File: src/rtl/swdiv_pkg.sv
package swdiv_pkg;
  localparam int N_W = 7;
  localparam int A_W = 5;
  localparam int R_W = 5;

  typedef struct packed {
    logic [N_W-1:0] n;
    logic [A_W-1:0] a;
    logic [R_W-1:0] r;
  } swdiv_cfg_t;
endpackage

File: src/rtl/swdiv_cfg.sv
module swdiv_cfg
  import swdiv_pkg::*;
#(
  parameter int R_MIN = 5,
  parameter int R_MAX = 20,
  parameter int DEF_N = 75,
  parameter int DEF_A = 0,
  parameter int DEF_R = 12
) (
  input  logic       clk,
  input  logic       rst,
  input  logic       load,
  input  swdiv_cfg_t cfg_in,
  output swdiv_cfg_t cfg_pend,
  output logic       cfg_err
);
  localparam logic [R_W-1:0] R_LO = R_MIN[R_W-1:0];
  localparam logic [R_W-1:0] R_HI = R_MAX[R_W-1:0];

  logic legal;

  // A set is accepted only whole: swallow count within N, N non-zero, R in range
  always_comb begin
    legal = (cfg_in.n >= N_W'(cfg_in.a)) && (cfg_in.n != '0)
         && (cfg_in.r >= R_LO) && (cfg_in.r <= R_HI);
  end

  always_ff @(posedge clk) begin
    if (rst) begin
      cfg_pend.n <= DEF_N[N_W-1:0];
      cfg_pend.a <= DEF_A[A_W-1:0];
      cfg_pend.r <= DEF_R[R_W-1:0];
      cfg_err    <= 1'b0;
    end else if (load) begin
      if (legal) begin
        cfg_pend <= cfg_in;
        cfg_err  <= 1'b0;
      end else begin
        cfg_err  <= 1'b1;
      end
    end
  end
endmodule

File: src/rtl/swdiv_prescaler.sv
module swdiv_prescaler #(
  parameter int BASE_MOD = 32
) (
  input  logic clk,
  input  logic rst,
  input  logic en,
  input  logic mc,
  output logic tick
);
  localparam int PW = $clog2(BASE_MOD + 1);
  localparam logic [PW-1:0] LAST_LO = PW'(BASE_MOD - 1);
  localparam logic [PW-1:0] LAST_HI = PW'(BASE_MOD);

  logic [PW-1:0] cnt;
  logic          at_last;

  // mc high selects the long modulus (BASE_MOD + 1)
  assign at_last = mc ? (cnt == LAST_HI) : (cnt == LAST_LO);
  assign tick    = en && at_last;

  always_ff @(posedge clk) begin
    if (rst) begin
      cnt <= '0;
    end else if (en) begin
      cnt <= at_last ? '0 : cnt + 1'b1;
    end
  end
endmodule

File: src/rtl/swdiv_swallow_ctr.sv
module swdiv_swallow_ctr
  import swdiv_pkg::*;
#(
  parameter int DEF_N = 75,
  parameter int DEF_A = 0
) (
  input  logic           clk,
  input  logic           rst,
  input  logic           tick,
  input  logic [N_W-1:0] pend_n,
  input  logic [A_W-1:0] pend_a,
  output logic           mc,
  output logic           terminal
);
  logic [N_W-1:0] prog_cnt;
  logic [A_W-1:0] swal_cnt;

  assign mc       = (swal_cnt != '0);
  assign terminal = tick && (prog_cnt == N_W'(1));

  // Both counters count down once per prescaler cycle; reload from pending at terminal
  always_ff @(posedge clk) begin
    if (rst) begin
      prog_cnt <= DEF_N[N_W-1:0];
      swal_cnt <= DEF_A[A_W-1:0];
    end else if (terminal) begin
      prog_cnt <= pend_n;
      swal_cnt <= pend_a;
    end else if (tick) begin
      prog_cnt <= prog_cnt - 1'b1;
      if (swal_cnt != '0) swal_cnt <= swal_cnt - 1'b1;
    end
  end
endmodule

File: src/rtl/swdiv_ref_div.sv
module swdiv_ref_div
  import swdiv_pkg::*;
#(
  parameter int DEF_R = 12
) (
  input  logic           clk,
  input  logic           rst,
  input  logic           en,
  input  logic [R_W-1:0] pend_r,
  output logic           pulse
);
  logic [R_W-1:0] cnt;
  logic           done;

  assign done = en && (cnt == R_W'(1));

  always_ff @(posedge clk) begin
    if (rst) begin
      cnt   <= DEF_R[R_W-1:0];
      pulse <= 1'b0;
    end else begin
      pulse <= done;
      if (done)    cnt <= pend_r;
      else if (en) cnt <= cnt - 1'b1;
    end
  end
endmodule

File: src/rtl/swallow_divider.sv
module swallow_divider
  import swdiv_pkg::*;
#(
  parameter int BASE_MOD = 32,
  parameter int R_MIN    = 5,
  parameter int R_MAX    = 20,
  parameter int DEF_N    = 75,
  parameter int DEF_A    = 0,
  parameter int DEF_R    = 12
) (
  input  logic           clk,
  input  logic           rst,
  input  logic           vco_en,
  input  logic           ref_en,
  input  logic           load,
  input  logic [N_W-1:0] n_val,
  input  logic [A_W-1:0] a_val,
  input  logic [R_W-1:0] r_val,
  output logic           vco_pulse,
  output logic           ref_pulse,
  output logic           cfg_err
);
  swdiv_cfg_t cfg_in;
  swdiv_cfg_t cfg_pend;
  logic       mc;
  logic       pre_tick;
  logic       terminal;

  assign cfg_in = '{n: n_val, a: a_val, r: r_val};

  swdiv_cfg #(
    .R_MIN(R_MIN), .R_MAX(R_MAX), .DEF_N(DEF_N), .DEF_A(DEF_A), .DEF_R(DEF_R)
  ) u_cfg (
    .clk(clk), .rst(rst), .load(load), .cfg_in(cfg_in),
    .cfg_pend(cfg_pend), .cfg_err(cfg_err)
  );

  swdiv_prescaler #(.BASE_MOD(BASE_MOD)) u_pre (
    .clk(clk), .rst(rst), .en(vco_en), .mc(mc), .tick(pre_tick)
  );

  swdiv_swallow_ctr #(.DEF_N(DEF_N), .DEF_A(DEF_A)) u_ctr (
    .clk(clk), .rst(rst), .tick(pre_tick),
    .pend_n(cfg_pend.n), .pend_a(cfg_pend.a),
    .mc(mc), .terminal(terminal)
  );

  swdiv_ref_div #(.DEF_R(DEF_R)) u_ref (
    .clk(clk), .rst(rst), .en(ref_en), .pend_r(cfg_pend.r), .pulse(ref_pulse)
  );

  always_ff @(posedge clk) begin
    if (rst) vco_pulse <= 1'b0;
    else     vco_pulse <= terminal;
  end
endmodule

File: config.mk
export PLATFORM = sky130hd
export DESIGN_NAME = swallow_divider
export DESIGN_NICKNAME = d
export VERILOG_FILES = /design/src/rtl/swdiv_pkg.sv /design/src/rtl/swdiv_cfg.sv /design/src/rtl/swdiv_prescaler.sv /design/src/rtl/swdiv_swallow_ctr.sv /design/src/rtl/swdiv_ref_div.sv /design/src/rtl/swallow_divider.sv
export SDC_FILE = /design/constraint.sdc
export NUM_CORES = 1
export LEC_CHECK = 0
export ABC_CLOCK_PERIOD_IN_PS = 3100
export BUFFER_PORTS_ARGS = -buffer_cell sky130_fd_sc_hd__buf_4
export CORE_UTILIZATION = 50
export CTS_CLUSTER_DIAMETER = 30
export DETAILED_ROUTE_END_ITERATION = 6
export PLACE_DENSITY_LB_ADDON = 0.2
export SYNTH_ARGS = -nofsm -noshare
export SYNTH_HDL_FRONTEND = slang
export SYNTH_SLANG_ARGS = --single-unit
File: constraint.sdc
create_clock -name clk -period 3.1 [get_ports clk]
set_clock_uncertainty 0.05 [all_clocks]
set_input_delay 0.465 -clock clk [delete_from_list [all_inputs] [get_ports clk]]
set_output_delay 0.465 -clock clk [all_outputs]
set_load 0.005 [all_outputs]
==> results_dict.tcl <==
set metrics [dict create \
    wl_met3_um 128 \
    clock_latency_ns 0.30 \
    synthXorXnorAreaFrac_pct 3.06 \
    final.min_clock_period_ns 2.48 \
    drc 0 \
    outcome "finished, final reports clean" \
    viasPerCell 5.26 \
    ys_seq_elements 43 \
    pre_cts_ws_ns 0.615 \
    synth_compound_area_share_pct 12.8 \
    boundaryPins 25 \
    grt.total_usage_pct 18.9 \
    mostFrequentLayoutCells "dfxtp_1, nor2_1, buf_4, nand2b_1, mux2i_1" \
    drive_gt1_share_pct 15.5 \
    met2WireLength_um 2040 \
    vias 1805 \
    ys_types 44 \
    critPathKind "reg -> reg" \
    finalMaxSlewViolations 0 \
    synth_simple_gate_area_share_pct 25.0 \
    syn-cell-area_um2 2290 \
    cts_root_buf "clkbuf_8" \
    die_area_um2 4860 \
    clk_pin_slew_ns 0.08 \
    synth_mux_area_share_pct 10.1 \
    drtIter0Drc 75 \
    grt_pass1_vias 1800 \
    relSlewSlack_pct 60.6 \
    clk_path_buf_depth 2 \
    period_share_pct 80.0 \
    max_freq_mhz 403 \
    syn_inst 269 \
    top_layer_used "met4" \
    postRouteWirelength_um 4200 \
    die_h_um 69.7 \
    async_reset_ff_share_pct 0 \
    antenna_left 0 \
    fp.dieW_um 69.7 \
    cts_hold_buf 0 \
    synth_edf_count 0 \
    final_common_cell "dfxtp_1" \
    critical_path_arrival_ns 2.61 \
    syn-num-nets 303 \
    fill_cells 414 \
    maxCapViolCount 0 \
    hold_class "in -> reg" \
    tightest_slew_ns 0.583 \
    hpwlAfterDp_um 3060 \
    grt_max_degree 57 \
    tritoncts "done" \
    post_cts_resize_count 0 \
    ys_seq_area_share_pct 37.5 \
    grt_pass1_wl_um 7380 \
    row_count 24 \
    fin_util_pct 59.6 \
    avgRoutedWirePerCell_um 12.2 \
    syn_area_per_cell_um2 8.53 \
    synth_top_family_by_area "simple AND/OR/NAND/NOR gates" \
    hold_viol 0 \
    core_um2 4380 \
    antenna_cells 0 \
    cts_buffers 5 \
    power.leakage_nw 1.06 \
    grt_overflow 0 \
    synth_flop_cell "dfxtp_1" \
    grt_antenna_before_repair 0 \
    cts_setup_buffers 0 \
    finalPower_mw 1.09 \
    yosys_warnings 0 \
    power_density_nw_per_um2 417 \
    fin_setup_tns_ns 0 \
    m1WireLength_um 1980 \
    gp_congestion 0.782 \
    area_growth_pct 13.9 \
    critPathMaxFanout 16 \
    startpoint_type "register" \
    initial_core_util_pct 52.3 \
    peakVddDrop_uv 298 \
    nets 325 \
    cts.sink_count 43 \
    synthAdderAreaFrac_pct 6.55 \
    crit_path_end_kind "register" \
    first_pass_iters 4 \
    setup_ws_ns 0.621 \
    h-tree-depth 2 \
    setup-violations-final 0 \
    cp.required_ns 3.23 \
    rsz0062_at_grt "no" \
    numPortBuffers 24 \
]
-- stage by stage --
step	std cells	hold WS, ns	cell area [µm²]
floorplan	269	0.382	2290
global placement	336	0.393	2520
detailed placement	336	0.397	2520
CTS	343	0.381	2610
global route	343	0.382	2610
finish	343	0.386	2610
-- critical path, stage by stage, from the launching register on --
cell	delay, ns
dfxtp_1	0.33
inv_1	0.11
ha_1	0.14
or4b_4	0.49
and4b_4	0.24
o21ai_2	0.50
nor2_1	0.13
a221oi_1	0.31
nor2_1	0.07
-- final timing paths --
path,slack [ns],start,depth (start not counted),end
setup / recovery,0.62,u_ctr.swal_cnt[0],8,u_ctr.swal_cnt[0]
hold / removal,0.39,r_val[3],3,u_cfg.cfg_pend[3]
setup reg to reg,0.62,u_ctr.swal_cnt[0],8,u_ctr.swal_cnt[0]
hold reg to reg,0.41,u_ctr.swal_cnt[1],2,u_ctr.swal_cnt[1]
-- power by group --
group          internal (mW)  switching (mW)  total (mW)
sequential             0.576          0.0190       0.595
combinational         0.0704          0.0625       0.133
clock                  0.175           0.187       0.362
-- Yosys cell counts (2+ instances only) --
cell	number	share of area, %
a211o_1	2	0.76
a211oi_1	2	0.65
a21o_1	2	0.65
a21oi_1	17	3.7
buf_2	4	0.87
clkbuf_1	8	1.3
dfxtp_1	43	38
ha_1	12	6.5
inv_1	17	2.8
mux2i_1	22	9.6
nand2_1	12	2.0
nand2b_1	26	7.1
nand3_1	7	1.5
nand4_1	2	0.55
nor2_1	41	6.7
nor3_1	7	1.5
o211ai_1	2	0.65
o21ai_0	6	1.3
o32ai_1	2	0.76
or2_2	3	0.82
or4_1	3	0.98
xnor2_1	4	1.5
xor2_1	4	1.5
-- flip-flops by register name (all words and copies together) (netlist names) --
signal,flops
u_cfg.cfg_err,1
u_cfg.cfg_pend,17
u_ctr.prog_cnt,7
u_ctr.swal_cnt,5
u_pre.cnt,6
u_ref.cnt,5
u_ref.pulse,1
vco_pulse,1
-- per-layer routing --
layer / GRT usage [%] / vias up
met1: 21.3 / 816
met4: 6.67 / 0
met2: 33.9 / 25
met5: 0 / -
li1: - / 959
met3: 5.38 / 5
-- final cells by class --
cell class                      count  area (µm²)  area share (%)
Sequential cell                    43         861            33.0
Multi-Input combinational cell    197        1330            51.0
Inverter                           17        63.8            2.44
Tap cell                           52        65.1            2.49
Clock inverter                      1        5.00           0.192
Timing Repair Buffer               27         203            7.76
Clock buffer                        6        82.6            3.16
-- logic make-up after synthesis --
kind of cell               after synthesis
AOI/OAI and AO/OA                       44
xor gates and xnor gates                 8
adders and majority gates               12
buffers and inverters                   29
DFF                                     43
muxes                                   23
and+or+nand+nor                        110
(Power assumes the default switching activity.)
